File: config.mk
export PLATFORM = sky130hd
export DESIGN_NAME = coh_nest_ctrl
export DESIGN_NICKNAME = d
export VERILOG_FILES = /design/src/rtl/coh_nest_pkg.sv /design/src/rtl/coh_cmd_decode.sv /design/src/rtl/coh_nest_counter.sv /design/src/rtl/coh_sticky_flags.sv /design/src/rtl/coh_readback.sv /design/src/rtl/coh_nest_ctrl.sv
export SDC_FILE = /design/constraint.sdc
export NUM_CORES = 1
export LEC_CHECK = 0
export BUFFER_PORTS_ARGS = -buffer_cell sky130_fd_sc_hd__buf_4
export CELL_PAD_IN_SITES_DETAIL_PLACEMENT = 2
export CELL_PAD_IN_SITES_GLOBAL_PLACEMENT = 2
export CORE_MARGIN = 2
export CORE_UTILIZATION = 15
export CTS_CLUSTER_DIAMETER = 100
export DETAILED_ROUTE_END_ITERATION = 10
export PLACE_DENSITY = 0.81
export SLEW_MARGIN = 20
export SYNTH_ARGS = -nofsm -noshare
export SYNTH_HDL_FRONTEND = slang
export SYNTH_SLANG_ARGS = --single-unit
export TNS_END_PERCENT = 5
File: constraint.sdc
create_clock -name clk -period 1.85 [get_ports clk]
set_input_delay 0.185 -clock clk [delete_from_list [all_inputs] [get_ports clk]]
set_output_delay 0.185 -clock clk [all_outputs]
set_load 0.05 [all_outputs]
File: src/rtl/coh_nest_pkg.sv
package coh_nest_pkg;

  typedef struct packed {
    logic inc;
    logic dec;
    logic clr;
  } nest_cmd_t;

  // Next nesting count: opposing requests cancel, ends saturate.
  function automatic int unsigned nest_next(int unsigned cur, logic up,
                                            logic down, int unsigned top);
    if (up && !down && cur != top) return cur + 1;
    if (down && !up && cur != 0) return cur - 1;
    return cur;
  endfunction

  // Sticky flag update: a fresh event beats a clear.
  function automatic logic sticky_next(logic cur, logic evt, logic clr);
    return evt | (cur & ~clr);
  endfunction

endpackage

File: src/rtl/coh_cmd_decode.sv
module coh_cmd_decode
  import coh_nest_pkg::*;
#(
  parameter int DATA_W  = 32,
  parameter int EN_BIT  = 0,
  parameter int DIS_BIT = 1,
  parameter int CLR_BIT = 2
) (
  input  logic              wr_valid,
  input  logic [DATA_W-1:0] wr_data,
  output nest_cmd_t         cmd
);
  logic unused_data_bits;
  assign unused_data_bits = ^wr_data;

  always_comb begin
    cmd.inc = wr_valid & wr_data[EN_BIT];
    cmd.dec = wr_valid & wr_data[DIS_BIT];
    cmd.clr = wr_valid & wr_data[CLR_BIT];
  end
endmodule

File: src/rtl/coh_nest_counter.sv
module coh_nest_counter
  import coh_nest_pkg::*;
#(
  parameter int CNT_W = 4
) (
  input  logic             clk,
  input  logic             rst_n,
  input  logic             inc,
  input  logic             dec,
  output logic [CNT_W-1:0] cnt,
  output logic             ovf_evt,
  output logic             unf_evt
);
  localparam logic [CNT_W-1:0] CNT_MAX = '1;

  logic [CNT_W-1:0] cnt_q;
  logic             at_max;
  logic             at_zero;

  assign at_max  = (cnt_q == CNT_MAX);
  assign at_zero = (cnt_q == '0);
  assign ovf_evt = inc & ~dec & at_max;
  assign unf_evt = dec & ~inc & at_zero;
  assign cnt     = cnt_q;

  always_ff @(posedge clk) begin
    if (!rst_n) cnt_q <= '0;
    else        cnt_q <= CNT_W'(nest_next(32'(cnt_q), inc, dec, 32'(CNT_MAX)));
  end
endmodule

File: src/rtl/coh_sticky_flags.sv
module coh_sticky_flags
  import coh_nest_pkg::*;
#(
  parameter int N_FLAGS = 2
) (
  input  logic               clk,
  input  logic               rst_n,
  input  logic [N_FLAGS-1:0] evt,
  input  logic               clr,
  output logic [N_FLAGS-1:0] flags
);
  for (genvar i = 0; i < N_FLAGS; i++) begin : g_flag
    logic flag_q;
    always_ff @(posedge clk) begin
      if (!rst_n) flag_q <= 1'b0;
      else        flag_q <= sticky_next(flag_q, evt[i], clr);
    end
    assign flags[i] = flag_q;
  end
endmodule

File: src/rtl/coh_readback.sv
module coh_readback #(
  parameter int DATA_W  = 32,
  parameter int CNT_W   = 4,
  parameter int CNT_LSB = 8,
  parameter int ON_BIT  = 0,
  parameter int UNF_BIT = 1,
  parameter int OVF_BIT = 2
) (
  input  logic              on,
  input  logic              unf,
  input  logic              ovf,
  input  logic [CNT_W-1:0]  cnt,
  output logic [DATA_W-1:0] rd_data
);
  always_comb begin
    rd_data                      = '0;
    rd_data[ON_BIT]              = on;
    rd_data[UNF_BIT]             = unf;
    rd_data[OVF_BIT]             = ovf;
    rd_data[CNT_LSB +: CNT_W]    = cnt;
  end
endmodule

File: src/rtl/coh_nest_ctrl.sv
module coh_nest_ctrl
  import coh_nest_pkg::*;
#(
  parameter int DATA_W  = 32,
  parameter int CNT_W   = 4,
  parameter int CNT_LSB = 8,
  parameter int EN_BIT  = 0,
  parameter int DIS_BIT = 1,
  parameter int CLR_BIT = 2
) (
  input  logic              clk,
  input  logic              rst_n,
  input  logic              csr_wr_valid,
  input  logic [DATA_W-1:0] csr_wr_data,
  output logic [DATA_W-1:0] csr_rd_data,
  output logic              coh_enable
);
  localparam int ON_BIT  = 0;
  localparam int UNF_BIT = 1;
  localparam int OVF_BIT = 2;

  nest_cmd_t        cmd;
  logic             cmd_inc;
  logic             cmd_dec;
  logic             ovf_evt;
  logic             unf_evt;
  logic [CNT_W-1:0] nest_cnt;
  logic [1:0]       flags;
  logic             flag_unf;
  logic             flag_ovf;

  coh_cmd_decode #(
    .DATA_W(DATA_W), .EN_BIT(EN_BIT), .DIS_BIT(DIS_BIT), .CLR_BIT(CLR_BIT)
  ) u_dec (
    .wr_valid(csr_wr_valid),
    .wr_data (csr_wr_data),
    .cmd     (cmd)
  );

  assign cmd_inc = cmd.inc;
  assign cmd_dec = cmd.dec;

  coh_nest_counter #(.CNT_W(CNT_W)) u_cnt (
    .clk    (clk),
    .rst_n  (rst_n),
    .inc    (cmd_inc),
    .dec    (cmd_dec),
    .cnt    (nest_cnt),
    .ovf_evt(ovf_evt),
    .unf_evt(unf_evt)
  );

  coh_sticky_flags #(.N_FLAGS(2)) u_flags (
    .clk  (clk),
    .rst_n(rst_n),
    .evt  ({ovf_evt, unf_evt}),
    .clr  (cmd.clr),
    .flags(flags)
  );

  assign flag_unf   = flags[0];
  assign flag_ovf   = flags[1];
  assign coh_enable = |nest_cnt;

  coh_readback #(
    .DATA_W(DATA_W), .CNT_W(CNT_W), .CNT_LSB(CNT_LSB),
    .ON_BIT(ON_BIT), .UNF_BIT(UNF_BIT), .OVF_BIT(OVF_BIT)
  ) u_rb (
    .on     (coh_enable),
    .unf    (flag_unf),
    .ovf    (flag_ovf),
    .cnt    (nest_cnt),
    .rd_data(csr_rd_data)
  );
endmodule

Word level (Yosys, flattened, before mapping)
Index checks and enable logic that the tools add are counted.
- add/sub/neg operators: 2
- eq/ne operators: 2
- multiplexer cells: 9
- bitwise gates (word level): 14
- reduce and logical (&&, ||, !) cells: 10
- operator list (kind ; number):
    4-bit 2-to-1 mux ; 4
    1-bit AND ; 9
    1-bit 2-to-1 mux ; 5
    4-bit by 1-bit adder with 4-bit output, second input constant ; 1
    4-bit equality test, second input constant ; 1
    1-bit logical AND ; 4
    4-bit zero test ; 1
    4-bit inequality test, second input constant ; 1
    4-bit nonzero test ; 1
    4-bit OR reduction ; 1
    4-bit by 1-bit subtractor with 4-bit output, second input constant ; 1
    1-bit NOT ; 3
    1-bit zero test ; 2
    1-bit bitwise OR ; 2
    2-bit nonzero test ; 1
- flip-flop bits (word level): 6
- input port bits: 35

Longest topological paths before layout
Gate-level depths: netlist of run 1.
- depth after elaboration: 10
- depth in mapped cells: 6
- depth with buffers taken out: 6

Hierarchy
A second synthesis of run 1 with hierarchy kept.
- cell total of the unflattened synthesis: 88
- area, all modules: 699.4 um2
- modules (own cells, without submodules) (module ; times used ; cells each ; area an instance (um2) ; seq. area each (um2)):
    coh_nest_counter ; 1 ; 43 ; 346.6 ; 80.1
    coh_readback ; 1 ; 33 ; 244.0 ; 0.0
    coh_sticky_flags ; 1 ; 8 ; 82.6 ; 40.0
    coh_cmd_decode ; 1 ; 3 ; 18.8 ; 0.0
    coh_nest_ctrl ; 1 ; 1 ; 7.5 ; 0.0

Worst setup path after synthesis of run 1
OpenSTA, ideal clock, no wires.
- path type: register to output
- from: register u_cnt.cnt_q[0] (netlist: u_cnt.cnt[0])
- to: output port csr_rd_data[0]
- data arrival time: 1.844 ns
- required time: 1.665 ns
- setup slack: -0.179 ns
- stages on the path, launching flop included: 6
- path through: dfxtp_1 -> inv_1 -> ha_1 -> nor3b_2 -> inv_1 -> buf_4
- longest elaborated chain between the ends: 1
- ends and longest elaborated chain (element ; RTL line ; source):
    from (decl) ; coh_nest_counter.sv:16 ; logic [CNT_W-1:0] cnt_q;
    from (signal assigned) ; coh_nest_counter.sv:28 ; else cnt_q <= CNT_W'(nest_next(32'(cnt_q), inc, dec, 32'(CNT_MAX)));
    4-bit OR reduction ; coh_nest_ctrl.sv:63 ; assign coh_enable = |nest_cnt;
    to (decl) ; coh_nest_ctrl.sv:15 ; output logic [DATA_W-1:0] csr_rd_data,
Every way passes these cells.

Final worst setup path of run 1
Ends and elaborated chain as after synthesis.

==> results.cfg, run 1 <==
[worst_setup_path]
crit_arrival_ns = 1.50
end_kind = output pin
startpoint = u_cnt.cnt[0]
start_kind = flop
required_ns = 1.66
worstReg2RegStart = u_cnt.cnt[0]
critPathKind = flop to output pin
cp_max_fo = 6

[routing]
vias = 439
via_per_inst = 3.377
drt_first_iter_violations = 0
drc = 0
drtAntennaViolNets = 0
wire_per_inst_um = 10.45
routed_wl_um = 1359
first_pass_iters = 1

[synth]
synth_top_area_share = 0.3507
ys_seq_area_frac = 0.2004
synth_area_leaders = buf_4, dfxtp_1, ha_1
synth_cell_types = 30
ys_seq_elements = 6
netlist_area_um2 = 599.3
synth_top_cell_by_area = buf_4
syn_inst = 71
yosys_warnings = 0
avgSynthCellArea_um2 = 8.441

[clocking]
clock_sinks = 6
clockBufferDepth = 2
cts_tree = yes
worst_skew_pair.late_latency_ns = 0.23
root_buffer = clkbuf_8
hold_buffers = 0
htreeDepth = 1
cts-buffers-inserted = 3
cts_resized = 0
cts_setup_buffers = 0
cts.clk_slew.worst_paths_ns = 0.04

[floorplanning]
coreArea_um2 = 3744
die_w_um = 67.21
start_util = 0.1601
pin_count = 68
die_area_um2 = 4517
die_h_um = 67.21
row_count = 22

[power]
leakagePower_nw = 0.3218
switching_share = 0.4365
combPwrFrac = 0.385
power_density_nw_per_um2 = 832.2
finalPower_mw = 0.5623
intPower_mw = 0.3168
ir_drop_uv = 290.0
power_frac_seq = 0.251
p_sw_mw = 0.2455
clockPowerShare = 0.364

[job]
drv_cap = 0

[timing]
max_freq_mhz = 592.9
finalSetupViolCount = 0
skew_ns = 0.002571
fin_tns_setup_ns = 0
period_needed_ns = 1.687
rsz0062_at_grt = false
final_hold_viol_count = 0
whs_ns = 0.2157
slew_viol_final = 0
finalCritPeriodShare = 0.9117

[place]
place_area_um2 = 634.4
place_congestion = 0.6137
hpwl_um = 1151
io_buffer_count = 13
place_inst = 127

[grt]
overflow = 0
track_usage = 0.06688
grt_pass1_vias = 461
grt_pass1_wl_um = 2180
antenna_found_initial = 0
grt_max_degree = 9

[layout]
layout_common_cells = conb_1, buf_4, nand2_1
area_growth_syn_to_layout_pct = 12.73
nNetsFinal = 121
antennaDiodeCount = 0
layout_commonest_cell = conb_1
drive_above_1_share = 0.2927
design_area_um2 = 675.6
final_cells = 130

[min_path]
hold_path_class = input port to flop
hold_start = rst_n

[outcome]
status = completed
-- flip-flops by register name (all words and copies together) (netlist names) --
name	cells
u_cnt.cnt	4
u_flags.g_flag.flag_q	2
-- critical path, stage by stage, from the launching register on --
cell and delay [ns]:
dfxtp_2 0.34, inv_1 0.07, ha_1 0.20, nor3b_2 0.36, inv_1 0.10, buf_4 0.20
-- cell usage after synthesis --
library cell and instances:
a32o_1 1, a21oi_1 1, a21boi_1 3, o21ai_0 1
or2_2 1, nor3b_2 1, nand3_1 1, nor2b_1 1
o22a_1 1, conb_1 1, nand4_1 1, ha_1 2
nand3b_4 1, and2_1 1, nand2b_1 1, inv_1 3
and3b_1 1, xnor2_1 1, or4_4 1, buf_4 28
buf_2 1, a22oi_1 1, dfxtp_1 6, o211ai_1 1
a31oi_1 1, o21ai_1 1, and3b_2 1, nand2_1 5
nor3_1 1, a2bb2oi_2 1
-- layout make-up --
type | instances | area, µm²
Clock buffer | 3 | 41.29
Multi-Input combinational cell | 57 | 342.8
Sequential cell | 6 | 122.6
Fill cell | 469 | 3068
Timing Repair Buffer | 13 | 97.59
Inverter | 3 | 11.26
Tap cell | 48 | 60.06
-- worst paths after layout --
path | end | slack (ns) | depth (start not counted)
max | csr_rd_data[0] | 0.16 | 5
max reg2reg | u_cnt.cnt[0] | 0.32 | 6
min reg2reg | u_flags.g_flag[1].flag_q | 0.47 | 2
min | u_cnt.cnt[0] | 0.22 | 2
-- power by group through the flow --
stage	Combinational (mW)	Sequential, mW	Clock [mW]
after global placement	0.213	0.143	0
final	0.216	0.141	0.204
after CTS	0.217	0.141	0.215
after floorplan	0.217	0.153	0
after detailed placement	0.216	0.144	0
after global routing	0.227	0.142	0.221
-- per-layer routing --
| metal | vias to the layer above | routed length (µm) | track usage |
|---|---|---|---|
| met1 | 207 | 518 | 0.06660 |
| met2 | 22 | 713 | 0.1188 |
| li1 | 207 | - | - |
| met5 | - | 0 | 0 |
| met3 | 3 | 111 | 0.03000 |
| met4 | 0 | 16 | 0.03061 |
-- kinds of logic (layout without fill, tap and decap cells) --
family,Yosys count,count (layout),share of synthesized area
buffers and inverters,32,19,0.3779
adders and majority gates,2,2,0.04175
xor gates and xnor gates,1,1,0.01462
and+or+nand+nor,17,17,0.2046
DFF,6,6,0.2004
other,1,25,0.006257
AOI/OAI and AO/OA,12,12,0.1545
-- stage by stage --
stage | setup slack [ns] | util
2_1_floorplan | 0.02859 | -
3_3_place_gp | 0.3818 | 0.1695
3_5_place_dp | 0.2926 | 0.1695
4_1_cts | 0.1249 | 0.1805
5_1_grt | 0.03667 | 0.1805
6_report | 0.1633 | 0.1805
Note: power is estimated with default switching activity, not from simulation.
==> run 2, diff against run 1 <==
Settings changed: REMOVE_ABC_BUFFERS set to 1.
==> results.cfg, run 2 (synthesis gave the netlist of run 1 again) <==
[grt]
antenna_found_initial = 0
overflow = 0
grt_pass1_wl_um = 2042
track_usage = 0.06641
grt_max_degree = 9
grt_pass1_vias = 397

[floorplanning]
coreArea_um2 = 3744
pin_count = 68
start_util = 0.1601
die_h_um = 67.21
die_w_um = 67.21
die_area_um2 = 4517
row_count = 22

[place]
io_buffer_count = 13
hpwl_um = 1161
place_ws_ns = 0.2805
place_congestion = 0.7434
place_inst = 127

[layout]
area_growth_syn_to_layout_pct = 12.32
final_util = 0.1798
final_cells = 130
drive_above_1_share = 0.2683
layout_commonest_cell = conb_1
largest_reg_flops = 4
layout_common_cells = conb_1, buf_4, dfxtp_1
fillCellCount = 477
antennaDiodeCount = 0
nNetsFinal = 121

[routing]
drc = 0
wire_per_inst_um = 10.82
via_per_inst = 3.362
drt_first_iter_violations = 2
drtAntennaViolNets = 0
vias = 437
first_pass_iters = 2
routed_wl_um = 1407

[min_path]
hold_path_class = input port to flop
holdPathEnd = u_cnt.cnt[0]
whs_path_depth = 2
hold_start = rst_n

[worst_setup_path]
crit_family = buffers and inverters
cp.buffers_inverters = 3
worstPathCellList = inv_1, ha_1, nor3b_2, inv_1, buf_4
critPathKind = flop to output pin
cp_common_cell = inv_1
end_kind = output pin
start_kind = flop
ff2ff_path_depth = 6
r2r_slack_ns = 0.30
r2r-end = u_cnt.cnt[0]
crit_arrival_ns = 1.53
cpMaxStageDelayCell = dfxtp_1
required_ns = 1.66
cpPeakStageDelay_ns = 0.37
worstReg2RegStart = u_cnt.cnt[0]
cp_max_fo = 6

[timing]
final_hold_viol_count = 0
period_needed_ns = 1.710
finalCritPeriodShare = 0.9245
rsz0062_at_grt = false
layout_setup_ws_ns = 0.1396
finalSetupViolCount = 0
slew_viol_final = 0
max_freq_mhz = 584.7
skew_ns = 0.004148

[power]
intPower_mw = 0.3162
combPwrFrac = 0.385
finalPower_mw = 0.5636
p_sw_mw = 0.2474
power_frac_seq = 0.250
switching_share = 0.4390
power_density_nw_per_um2 = 837.3
clockPowerShare = 0.365
ir_drop_uv = 219.5
leakagePower_nw = 0.3209

[job]
drv_cap = 0

[clocking]
worst_skew_pair.late_latency_ns = 0.23
root_buffer = clkbuf_8
cts.clk_slew.worst_paths_ns = 0.04
cts_setup_buffers = 0
htreeDepth = 1
cts-buffers-inserted = 3
clock_sinks = 6
cts_tree = yes
clockBufferDepth = 2
hold_buffers = 0
cts_resized = 0

[outcome]
status = completed
==> run 2: cell counts in the layout (fill, tap and decap cells not counted) <==
Identical to the previous run, type by type.
==> run 2: power by group through the flow <==
stage / clock [mW] / combinational [mW] / sequential [mW]
floorplan: 0 / 0.165 / 0.156
global placement: 0 / 0.213 / 0.142
detailed placement: 0 / 0.216 / 0.143
CTS: 0.210 / 0.216 / 0.141
global route: 0.226 / 0.225 / 0.142
finish: 0.206 / 0.217 / 0.141
==> run 2: layout make-up <==
class                           count  area, µm²  share of cell area
Inverter                            3      11.26             0.01673
Tap cell                           48      60.06             0.08922
Timing Repair Buffer               13      97.59              0.1450
Clock buffer                        3      41.29             0.06134
Sequential cell                     6      120.1              0.1784
Multi-Input combinational cell     57      342.8              0.5093
==> run 2: how the worst max path moves through the flow <==
stage / slack [ns] / endpoint / from / cells past startpoint
final: 0.14 / coh_enable / u_cnt.cnt[0] / 5
after global routing: 0.02 / coh_enable / u_cnt.cnt[0] / 5
after CTS: 0.11 / coh_enable / u_cnt.cnt[0] / 5
after detailed placement: 0.28 / u_cnt.cnt[0] / u_cnt.cnt[0] / 6
after global placement: 0.34 / u_cnt.cnt[0] / u_cnt.cnt[0] / 6
after floorplan: -0.16 / coh_enable / u_cnt.cnt[0] / 4
==> run 2: per-stage QoR <==
step,setup TNS (ns),cell area [µm²],hold WS [ns]
after global routing,0,673.1,0.2368
after detailed placement,0,631.9,0.4587
after CTS,0,673.1,0.2244
after global placement,0,631.9,0.4444
final,0,673.1,0.2187
after floorplan,-0.3273,474.2,0.3067
==> run 2: metal layers <==
metal	share of wire	GRT usage
met5	0	0
met4	0.028	0.04592
met3	0.059	0.03500
met2	0.55	0.1089
met1	0.36	0.06426
==> run 3, diff against run 2 <==
Settings changed: ABC_AREA set to 1.
==> results.cfg, run 3 <==
[routing]
routed_wl_um = 1500
highest_layer = met3
wire_per_inst_um = 9.375
drc = 0
drt_first_iter_violations = 3
wl_met2_um = 758
first_pass_iters = 2
wl_met3_um = 127
wl_met1_um = 614
via_per_inst = 3.375
vias = 540
drtAntennaViolNets = 0

[clocking]
htreeDepth = 1
worst_skew_pair.late_latency_ns = 0.22
hold_buffers = 0
root_buffer = clkbuf_8
cts_setup_buffers = 0
cts_resized = 0
cts-buffers-inserted = 3
clock_sinks = 6
cts_tree = yes
cts.clk_slew.worst_paths_ns = 0.04
clockBufferDepth = 2

[synth]
synth_flop_cell = dfxtp_1
synth_area_leaders = buf_4, dfxtp_1, nand2_1
synth_edf_count = 0
avgSynthCellArea_um2 = 6.746
synth_cell_types = 19
synth-async-reset-ratio = 0
yosys_warnings = 0
synth_top_cells_by_count = buf_4, nand2_1, nor2_1
synth_top_area_share = 0.3212
synth_top_cell_by_area = buf_4
synth_most_common_cell = buf_4
netlist_area_um2 = 654.4
ys_seq_area_frac = 0.1836
ys_seq_elements = 6
syn_inst = 97

[floorplanning]
die_w_um = 70.05
die_area_um2 = 4907
pin_count = 68
die_h_um = 70.05
row_count = 24
coreArea_um2 = 4264
start_util = 0.1535

[layout]
drive_above_1_share = 0.2407
nNetsFinal = 147
antennaDiodeCount = 0
layout_common_cells = conb_1, nand2_1, buf_4
final_cells = 160
largest_reg_flops = 4
design_area_um2 = 726.9
area_growth_syn_to_layout_pct = 11.09
layout_commonest_cell = conb_1

[worst_setup_path]
crit_arrival_ns = 1.41
cpMaxStageDelayCell = dfxtp_1
cpPeakStageDelay_ns = 0.43
crit_family = flip-flops
required_ns = 1.66
cp_max_fo = 6
end_kind = output pin
critPathKind = flop to output pin
cp.buffers_inverters = 2
start_kind = flop
worstPathCellList = inv_1, ha_1, nand2_2, buf_4

[power]
ir_drop_uv = 225.6
leakagePower_nw = 0.4005
power_density_nw_per_um2 = 1104
finalPower_mw = 0.8028

[timing]
finalSetupViolCount = 0
finalCritPeriodShare = 0.8596
period_needed_ns = 1.590
rsz0062_at_grt = false
fin_tns_setup_ns = 0
slew_viol_final = 0
max_freq_mhz = 628.9
skew_ns = 0.003008
final_hold_viol_count = 0

[place]
place_congestion = 0.7291
io_buffer_count = 13
hpwl_um = 1297
place_inst = 157
place_area_um2 = 685.7

[outcome]
status = completed

[min_path]
hold_path_class = input port to flop

[grt]
antenna_found_initial = 0
overflow = 0
grt_max_degree = 11
track_usage = 0.06473
grt_pass1_vias = 542
grt_pass1_wl_um = 2456

[job]
drv_cap = 0
==> run 3: changes by cell type in the layout (fill, tap and decap cells not counted), sizes merged, moves of 2 or more <==
cell / previous run / this run
a21boi: 3 / 0
a21oi: 1 / 4
and3b: 2 / 0
inv: 3 / 10
nand2: 5 / 20
nand3: 1 / 8
nor2: 0 / 11
==> run 3: through the flow <==
stage                     hold WS [ns]    util  setup slack, ns
after floorplan                 0.2826       -          -0.1903
after global placement          0.4037  0.1608           0.4768
after detailed placement        0.4270  0.1608           0.4345
after CTS                       0.1924  0.1705           0.2484
after global routing            0.2046  0.1705           0.1846
final                           0.1934  0.1705           0.2598
==> run 3: cell families after synthesis <==
group,share of synthesized area
xor gates and xnor gates,0.01339
and+or+nand+nor,0.3021
adders and majority gates,0.03823
buffers and inverters,0.4034
other,0.005731
AOI/OAI and AO/OA,0.05353
DFF,0.1836
==> run 3: worst register-to-register path, stage by stage, from the launching register on <==
cell and delay, ns:
dfxtp_1 0.43, inv_1 0.14, ha_1 0.27, nand2_2 0.13
nand2_4 0.08, nand2_4 0.07, clkinv_2 0.05, nor2_1 0.09
nor2_1 0.05
==> run 3: final cells by class <==
type	count	area, µm²
multi-input combinational	75	360.3
clock buffer	3	41.29
fill	544	3537
timing repair buffer	13	97.59
sequential	6	120.1
tap	52	65.06
inverter	11	42.54
==> run 3: final timing paths <==
check                                         startpoint                       end  slack, ns  cells past startpoint
worst min-delay path                               rst_n              u_cnt.cnt[3]       0.19                      3
worst max-delay path                        u_cnt.cnt[0]                coh_enable       0.26                      4
worst max register to register              u_cnt.cnt[0]              u_cnt.cnt[2]       0.43                      8
worst min register to register  u_flags.g_flag[1].flag_q  u_flags.g_flag[1].flag_q       0.47                      2
==> run 3: layer usage <==
layer,global-route usage,up-vias
li1,-,266
met1,0.07362,253
met2,0.1101,21
met3,0.02742,0
met4,0.01923,0
met5,0,-
==> run 3: power by group <==
group          internal, mW  total [mW]  switching [mW]  leakage, nW
registers             0.145       0.176          0.0315       0.0490
logic                0.0990       0.430           0.331        0.330
clock network         0.140       0.196          0.0562       0.0216
